`src/rtl/cart_dec_pkg.sv`:
```
package cart_dec_pkg;
  localparam int ADDR_W   = 24;
  localparam int OFS_W    = 22;
  localparam int DATA_W   = 8;
  localparam int N_REGION = 4;

  localparam int RG_ROM  = 0;
  localparam int RG_RAM  = 1;
  localparam int RG_DRAM = 2;
  localparam int RG_IO   = 3;

  localparam logic [9:0] VEC_IO_BASE = 10'h340;

  // mode 0 ROM: bank bits [21:16] slide down over the dropped address bit 15
  function automatic logic [OFS_W-1:0] rom_ofs_compact(input logic [ADDR_W-1:0] a);
    return {1'b0, a[21:16], a[14:0]};
  endfunction

  function automatic logic [OFS_W-1:0] rom_ofs_flat(input logic [ADDR_W-1:0] a);
    return a[OFS_W-1:0];
  endfunction

  function automatic logic [OFS_W-1:0] ram_ofs_m0(input logic [ADDR_W-1:0] a);
    return {4'd0, a[18:16], a[14:0]};
  endfunction

  function automatic logic [OFS_W-1:0] ram_ofs_m1(input logic [ADDR_W-1:0] a);
    return {5'd0, a[19:16], a[12:0]};
  endfunction
endpackage

```
`src/rtl/cart_rom_map.sv`:
```
module cart_rom_map
  import cart_dec_pkg::*;
(
  input  logic              mode,
  input  logic [ADDR_W-1:0] addr,
  output logic              hit,
  output logic [OFS_W-1:0]  ofs,
  output logic              vec_hit
);
  localparam logic [OFS_W-1:0] VEC_M0 = 22'h007FC0;
  localparam logic [OFS_W-1:0] VEC_M1 = 22'h00FFC0;

  logic low_half_rom;
  logic high_banks;
  logic [OFS_W-1:0] vec_key;

  assign low_half_rom = !addr[22] && addr[15];
  assign high_banks   = addr[23] && addr[22];
  assign hit          = low_half_rom || high_banks;
  assign ofs          = mode ? rom_ofs_flat(addr) : rom_ofs_compact(addr);
  assign vec_key      = {ofs[OFS_W-1:6], 6'd0};
  assign vec_hit      = hit && (vec_key == (mode ? VEC_M1 : VEC_M0));

  always_comb begin
    if (hit && !mode) begin
      AST_ROM_M0_NARROW: assert (ofs[OFS_W-1] == 1'b0) else $error("mode 0 ROM offset above 21 bits");
    end
  end
endmodule

```
`src/rtl/cart_ram_map.sv`:
```
module cart_ram_map
  import cart_dec_pkg::*;
(
  input  logic              mode,
  input  logic [ADDR_W-1:0] addr,
  output logic              hit,
  output logic [OFS_W-1:0]  ofs
);
  logic hit_m0;
  logic hit_m1;

  assign hit_m0 = (addr[23:19] == 5'b01110) && !addr[15];
  assign hit_m1 = (addr[22:20] == 3'b011) && (addr[15:13] == 3'b011);
  assign hit    = mode ? hit_m1 : hit_m0;
  assign ofs    = mode ? ram_ofs_m1(addr) : ram_ofs_m0(addr);

  always_comb begin
    if (hit) begin
      AST_RAM_OFS_WIDTH: assert (ofs[OFS_W-1:18] == '0) else $error("RAM offset too wide");
    end
  end
endmodule

```
`src/rtl/cart_chip_map.sv`:
```
module cart_chip_map
  import cart_dec_pkg::*;
(
  input  logic              mode,
  input  logic [2:0]        bank_hi,   // address bits [22:20]
  input  logic [15:0]       addr_lo,
  output logic              dram_hit,
  output logic              io_hit,
  output logic [OFS_W-1:0]  dram_ofs,
  output logic [OFS_W-1:0]  io_ofs
);
  logic window;
  logic bank_ok;
  logic upper_quarter;

  assign window        = (addr_lo[15:13] == 3'b011);
  assign bank_ok       = !bank_hi[2] && !(mode && bank_hi[1:0] == 2'b11);
  assign upper_quarter = (addr_lo[11:10] == 2'b11);
  assign dram_hit      = window && bank_ok && !upper_quarter;
  assign io_hit        = window && bank_ok && upper_quarter;
  assign dram_ofs      = {{(OFS_W-12){1'b0}}, addr_lo[11:0]};
  assign io_ofs        = {{(OFS_W-10){1'b0}}, addr_lo[9:0]};

  always_comb begin
    AST_CHIP_EXCLUSIVE: assert (!(dram_hit && io_hit)) else $error("data RAM and I/O both hit");
    if (dram_hit) begin
      AST_DRAM_BELOW_C00: assert (dram_ofs[11:10] != 2'b11) else $error("data RAM offset in I/O quarter");
    end
  end
endmodule

```
`src/rtl/cart_addr_decoder.sv`:
```
module cart_addr_decoder
  import cart_dec_pkg::*;
(
  input  logic              mode,
  input  logic [ADDR_W-1:0] addr,
  input  logic              rd_req,
  input  logic              wr_req,
  input  logic              cop_busy,
  input  logic [DATA_W-1:0] open_bus,
  input  logic [DATA_W-1:0] mem_rdata,
  output logic [N_REGION-1:0] rd_sel,
  output logic [N_REGION-1:0] wr_sel,
  output logic [OFS_W-1:0]    offset,
  output logic [DATA_W-1:0]   host_rdata
);
  logic rom_hit, ram_hit, dram_hit, io_hit, vec_hit;
  logic [OFS_W-1:0] rom_ofs, ram_ofs, dram_ofs, io_ofs;
  logic [N_REGION-1:0] hit_vec;
  logic [N_REGION-1:0] pick;
  logic [N_REGION-1:0] eff_sel;
  logic redirect;
  logic passthru;

  cart_rom_map u_rom (
    .mode(mode), .addr(addr), .hit(rom_hit), .ofs(rom_ofs), .vec_hit(vec_hit)
  );

  cart_ram_map u_ram (
    .mode(mode), .addr(addr), .hit(ram_hit), .ofs(ram_ofs)
  );

  cart_chip_map u_chip (
    .mode(mode), .bank_hi(addr[22:20]), .addr_lo(addr[15:0]),
    .dram_hit(dram_hit), .io_hit(io_hit), .dram_ofs(dram_ofs), .io_ofs(io_ofs)
  );

  assign hit_vec[RG_ROM]  = rom_hit;
  assign hit_vec[RG_RAM]  = ram_hit;
  assign hit_vec[RG_DRAM] = dram_hit;
  assign hit_vec[RG_IO]   = io_hit;

  // fixed priority: lowest index wins
  always_comb begin
    pick = '0;
    for (int i = N_REGION-1; i >= 0; i--) begin
      if (hit_vec[i]) pick = N_REGION'(1) << i;
    end
  end

  assign redirect = pick[RG_ROM] && cop_busy && rd_req && vec_hit;
  assign passthru = pick[RG_ROM] && cop_busy && rd_req && !vec_hit;

  always_comb begin
    eff_sel = pick;
    if (redirect) eff_sel = N_REGION'(1) << RG_IO;
    else if (passthru) eff_sel = '0;
  end

  always_comb begin
    offset = '0;
    if (redirect)            offset = {{(OFS_W-10){1'b0}}, VEC_IO_BASE | {4'd0, addr[5:0]}};
    else if (pick[RG_ROM])   offset = rom_ofs;
    else if (pick[RG_RAM])   offset = ram_ofs;
    else if (pick[RG_DRAM])  offset = dram_ofs;
    else if (pick[RG_IO])    offset = io_ofs;
  end

  assign rd_sel = rd_req ? eff_sel : '0;
  assign wr_sel = wr_req ? (pick & ~(N_REGION'(1) << RG_ROM)) : '0;

  always_comb begin
    host_rdata = '0;
    if (|rd_sel)       host_rdata = mem_rdata;
    else if (passthru) host_rdata = open_bus;
  end

  always_comb begin
    AST_ONE_REGION: assert ($onehot0(rd_sel) && $onehot0(wr_sel)) else $error("more than one strobe");
    AST_NO_ROM_WRITE: assert (!wr_sel[RG_ROM]) else $error("ROM write strobe");
    if (redirect) begin
      AST_VEC_TO_IO: assert (rd_sel[RG_IO] && offset[9:6] == 4'hD) else $error("vector redirect wrong");
    end
    if (passthru) begin
      AST_OPEN_BUS_QUIET: assert (rd_sel == '0 && host_rdata == open_bus) else $error("open bus pass wrong");
    end
    if (hit_vec == '0) begin
      AST_UNMAPPED_ZERO: assert (rd_sel == '0 && wr_sel == '0 && host_rdata == '0) else $error("unmapped not quiet");
    end
  end
endmodule

```
`config.mk`:
```
export PLATFORM = sky130hd
export DESIGN_NAME = cart_addr_decoder
export DESIGN_NICKNAME = d
export VERILOG_FILES = /design/src/rtl/cart_dec_pkg.sv /design/src/rtl/cart_rom_map.sv /design/src/rtl/cart_ram_map.sv /design/src/rtl/cart_chip_map.sv /design/src/rtl/cart_addr_decoder.sv
export SDC_FILE = /design/constraint.sdc
export NUM_CORES = 1
export LEC_CHECK = 0
export BUFFER_PORTS_ARGS = -buffer_cell sky130_fd_sc_hd__buf_4
export CAP_MARGIN = 20
export CORE_MARGIN = 2
export CORE_UTILIZATION = 35
export DETAILED_ROUTE_END_ITERATION = 10
export PLACE_DENSITY = 0.85
export SLEW_MARGIN = 20
export SYNTH_ARGS = -nofsm -noshare
export SYNTH_HDL_FRONTEND = slang
export SYNTH_SLANG_ARGS = --single-unit
```
`constraint.sdc`:
```
create_clock -name vclk -period 1.6
set_input_delay 0.08 -clock vclk [all_inputs]
set_output_delay 0.08 -clock vclk [all_outputs]
set_load 0.01 [all_outputs]
```
### Word level (Yosys, flattened, before mapping)

Index checks and enable logic that the tools add are counted.
W data, S select, Z words.

| word-level totals | value |
|---|---|
| flip-flop bits (word level) | 0 |
| bits in latches | 0 |
| bits in writable memories | 0 |
| memory bits (read-only) | 0 |
| input port bits | 44 |
| memories | 0 |

| cells by class | value |
|---|---|
| add/subtract/negate cells | 0 |
| multipliers | 0 |
| div/mod/pow operators | 0 |
| order comparisons | 0 |
| equality and inequality tests | 6 |
| shift-type cells | 0 |
| muxes and demuxes | 19 |
| bitwise operators | 0 |
| reduce and logical (&&, ||, !) cells | 21 |

Operators with widths:

| cell | count |
|---|---|
| $mux W22 | 4 |
| $mux W4 | 8 |
| $eq A22 B22 Y1 | 1 |
| $mux W18 | 1 |
| $mux W16 | 1 |
| $mux W8 | 2 |
| $logic_and A1 B1 Y1 | 14 |
| $mux W12 | 1 |
| $mux W10 | 1 |
| $eq A3 B2 Y1 const B | 2 |
| $eq A5 B4 Y1 const B | 1 |
| $logic_not A1 Y1 | 5 |
| $eq A2 B2 Y1 const B | 2 |
| $reduce_or A4 Y1 | 1 |
| $logic_or A1 B1 Y1 | 1 |
| $mux W1 | 1 |

### Depth between registers and ports, before layout

| logic depth | value |
|---|---|
| word-level depth | 18 |
| depth in mapped cells | 5 |
| mapped depth without buffers | 5 |

### Cells and area by module

A second synthesis with hierarchy kept.

| second synthesis, totals | value |
|---|---|
| cell total of the unflattened synthesis | 234 |
| area total of the unflattened synthesis | 1,676.6 µm² |

Modules (own cells, without submodules):

| module | times used | cells an instance | area an instance (µm²) | sequential area each (µm²) |
|---|---|---|---|---|
| cart_addr_decoder | 1 | 123 | 799.5 | 0.0 |
| cart_chip_map | 1 | 50 | 372.9 | 0.0 |
| cart_rom_map | 1 | 33 | 271.5 | 0.0 |
| cart_ram_map | 1 | 28 | 232.7 | 0.0 |

### Least setup slack after synthesis

No wires, ideal clock.

| path | value |
|---|---|
| path type | input-to-output |
| start point | input addr[20] |
| end point | output host_rdata[0] |
| data arrival time | 1.467 ns |
| required time | 1.520 ns |
| slack | 0.053 ns |
| cell stages on the path | 5 |
| buffers on the path | 0 |
| cells stage by stage | or3_4 -> a2111oi_4 -> nand4_2 -> a21boi_4 -> a22o_1 |

| between the ends | value |
|---|---|
| longest elaborated chain between the ends | 17 |
| elaborated cells between the ends (all ways) | 30 |
| classes of those cells | eq/ne: 4; mux: 11; reduce/logical: 15 |

RTL lines:

| element | line | source |
|---|---|---|
| start: declaration | cart_addr_decoder.sv:5 | `input logic [ADDR_W-1:0] addr,` |
| $eq A2 B2 Y1 | cart_chip_map.sv:17 | `assign bank_ok = !bank_hi[2] && !(mode && bank_hi[1:0] == 2'b11);` |
| $logic_and A1 B1 Y1 | cart_chip_map.sv:17 |  |
| $logic_not A1 Y1 | cart_chip_map.sv:17 |  |
| $logic_and A1 B1 Y1 | cart_chip_map.sv:17 |  |
| $logic_and A1 B1 Y1 | cart_chip_map.sv:19, cart_chip_map.sv:20 |  |
| $logic_and A1 B1 Y1 | cart_chip_map.sv:19 | `assign dram_hit = window && bank_ok && !upper_quarter;` |
| $mux W4 (3 in a row) | cart_addr_decoder.sv:46 | `if (hit_vec[i]) pick = N_REGION'(1) << i;` |
| $logic_and A1 B1 Y1 (2 in a row) | cart_addr_decoder.sv:50, cart_addr_decoder.sv:51 |  |
| $logic_and A1 B1 Y1 | cart_addr_decoder.sv:51 | `assign passthru = pick[RG_ROM] && cop_busy && rd_req && !vec_hit;` |
| $mux W4 | cart_addr_decoder.sv:56 | `else if (passthru) eff_sel = '0;` |
| $mux W4 | cart_addr_decoder.sv:55 | `if (redirect) eff_sel = N_REGION'(1) << RG_IO;` |
| $mux W4 | cart_addr_decoder.sv:68 | `assign rd_sel = rd_req ? eff_sel : '0;` |
| $reduce_or A4 Y1 | cart_addr_decoder.sv:73 | `if (\|rd_sel) host_rdata = mem_rdata;` |
| $mux W8 * | cart_addr_decoder.sv:73 |  |
| end: declaration | cart_addr_decoder.sv:14 | `output logic [DATA_W-1:0] host_rdata` |

Mark *: on every way between the ends. The rest lies on a longest branch, timed or not.

### Worst setup path in the final report

| path | value |
|---|---|
| start point | input mode |
| end point | output host_rdata[4] |

| between the ends | value |
|---|---|
| longest elaborated chain between the ends | 16 |
| elaborated cells between the ends (all ways) | 26 |
| classes of those cells | eq/ne: 1; mux: 12; reduce/logical: 13 |

RTL lines:

| element | line | source |
|---|---|---|
| start: declaration | cart_addr_decoder.sv:4 | `input logic mode,` |
| $logic_and A1 B1 Y1 | cart_chip_map.sv:17 |  |
| $logic_not A1 Y1 | cart_chip_map.sv:17 |  |
| $logic_and A1 B1 Y1 | cart_chip_map.sv:17 |  |
| $logic_and A1 B1 Y1 | cart_chip_map.sv:19, cart_chip_map.sv:20 |  |
| $logic_and A1 B1 Y1 | cart_chip_map.sv:19 |  |
| $mux W4 (3 in a row) | cart_addr_decoder.sv:46 |  |
| $logic_and A1 B1 Y1 (2 in a row) | cart_addr_decoder.sv:50, cart_addr_decoder.sv:51 |  |
| $logic_and A1 B1 Y1 | cart_addr_decoder.sv:51 |  |
| $mux W4 | cart_addr_decoder.sv:56 |  |
| $mux W4 | cart_addr_decoder.sv:55 |  |
| $mux W4 | cart_addr_decoder.sv:68 |  |
| $reduce_or A4 Y1 | cart_addr_decoder.sv:73 |  |
| $mux W8 * | cart_addr_decoder.sv:73 |  |

Marked as above.

==> flow_summary.toml <==
[outcome]
status = "complete, but fails checks"
failed_checks = "negative setup slack"

[sta]
fin_crit_ns = 1.93
drv_slew = 0
timing.fmax_ghz = 0.518
setup_violations = 29
rsz0062_at_grt = "yes"
max_slew.worst_pin.slew_ns = 0.785
setup_tns_ns = -5.34
period_share = 1.21
setup_ws_ns = -0.329
max_slew_margin = 0.462
hold_viol = 0
whs_ns = 0.454

[final_layout]
diodes = 0
n_clock_buffer = 0
final-seq-area_um2 = 0
layout.nets = 237
syn2layout_area_growth_pct = 134
finalNonFillerCells = 216
seq_cell_count = 0
final_layout_size_suffix_gt1_frac = 0.660

[synth]
syn_area_um2 = 678
yosysWarningCount = 0
synth_area_per_cell_um2 = 7.14
synthCells = 95
synth_top_area_frac = 0.129
syn-num-nets = 139
synth_top_cell_by_area = "a22o_1"
synthTopCellsByArea = "a22o_1 (13%), and2_1 (13%), mux2i_1 (7.4%), and3_1 (4.6%), o21ai_0 (4.4%)"
yosysSeqAreaShare = 0
synth_cell_types = 38

[detailed_routing]
avgRoutedWirePerCell_um = 21.6
wl_mm = 4.67
ant_nets = 0
drt-pass1-iter-count = 4
viasPerCell = 6.30
first_iter_violations = 73
drc = 0
vias = 1360

[global_route]
grt-busiest-layer = "met2"
antenna_found_initial = 0
met2_usage = 0.520
grt_max_degree = 9
grtUsageMet3 = 0.0226
track_usage = 0.283
grt_pass1_wl_mm = 4.77
grt_util_met1 = 0.360
overflow = 0
grt_pass1_vias = 1100

[place]
gp_congestion = 0.913
dp_hpwl_mm = 2.54
dp_cells = 211
portBuffers = 81

[clocking]
hold_buffers = 0

[floorplan]
start_util = 0.380
fp.dieArea_um2 = 2310
die_h_um = 48.0
core_um2 = 1780
dieWidth_um = 48.0
rows = 15
pin_count = 82

[critical_path]
worstPathArrival_ns = 1.85
path_class = "in -> out"
crit_fanout = 8
crit_path_start_kind = "input port"
cp_data_required_time_ns = 1.52
cp-end-kind = "primary output"

[hold_path]
min_path_type = "in -> out"

[power_and_ir_drop]
p_leak_nw = 0.782
vdd_drop_max_uv = 220
power.density_nw_per_um2 = 286

[job]
max_cap_violations = 0
==> layout make-up <==
type | instances | area (µm²)
repair buffers | 97 | 773
well taps | 25 | 31.3
fillers | 81 | 195
inverters | 1 | 6.26
multi-input cells | 93 | 777
==> cells by family (layout without fill, tap and decap cells) <==
| logic type | count (synthesis) | in the layout | share of synthesized area |
|---|---|---|---|
| other | 1 | 1 | 0.00553 |
| and+or+nand+nor | 55 | 56 | 0.494 |
| buffers and inverters | 3 | 98 | 0.0221 |
| AOI/OAI and AO/OA | 30 | 30 | 0.387 |
| muxes | 6 | 6 | 0.0904 |
==> repair_timing <==
action,in CTS,in global routing
endpoints found under the setup margin,30,30
buffers inserted,2,3
gates cloned,1,0
gates resized for setup,20,17
pin swaps,18,19
==> synthesized netlist by cell type, types with 2 or more instances <==
cell	n
nor2_1	7
mux2i_1	5
and2_1	14
and3_1	5
nand4_1	3
a21oi_1	2
a22o_1	10
o21ai_0	6
nand2_1	8
o311a_2	2
nand3_1	5
o21a_1	2
==> final timing paths <==
| kind | start | end | slack [ns] | depth (start not counted) |
|---|---|---|---|---|
| max | mode | host_rdata[4] | -0.33 | 7 |
| min | addr[4] | offset[4] | 0.45 | 3 |
==> cells in the final DEF, fill, tap and decap left out, types with 3 or more instances in the layout <==
master / netlist / final
and2_1: 14 / 7
nor2_1: 7 / 5
a22o_1: 10 / 10
nand3_1: 5 / 4
mux2i_1: 5 / 5
and2_4: 0 / 7
buf_6: 0 / 12
and3_1: 5 / 3
buf_4: 1 / 85
o21ai_0: 6 / 6
nand2_1: 8 / 7
nand4_1: 3 / 3
==> power by group <==
group	switching, mW	internal [mW]	total, mW
sequential	0	0	0
clock	0	0	0
combinational	0.209	0.245	0.454
==> worst max-delay path, cell delays in order <==
cell       delay [ns]
buf_6            0.11
or3_4            0.38
a2111oi_4        0.42
nand4_2          0.21
a21boi_4         0.28
a22o_1           0.22
buf_4            0.14
==> per-layer routing <==
metal  share of wire  wire length [µm]
met1            0.34              1590
met4           0.061               287
met3            0.10               480
met2            0.49              2310
met5               0                 0
==> metrics by stage <==
step / setup slack, ns / total power, mW / util / instance area (µm²)
CTS: -0.237 / 0.398 / 0.843 / 1500
detailed placement: -0.302 / 0.371 / 0.783 / 1400
global route: -0.362 / 0.471 / 0.891 / 1590
global placement: -0.258 / 0.363 / 0.783 / 1400
finish: -0.329 / 0.454 / 0.891 / 1590
floorplan: 0.0533 / 0.142 / - / 678
No activity file was read; power rests on OpenSTA's default activity.
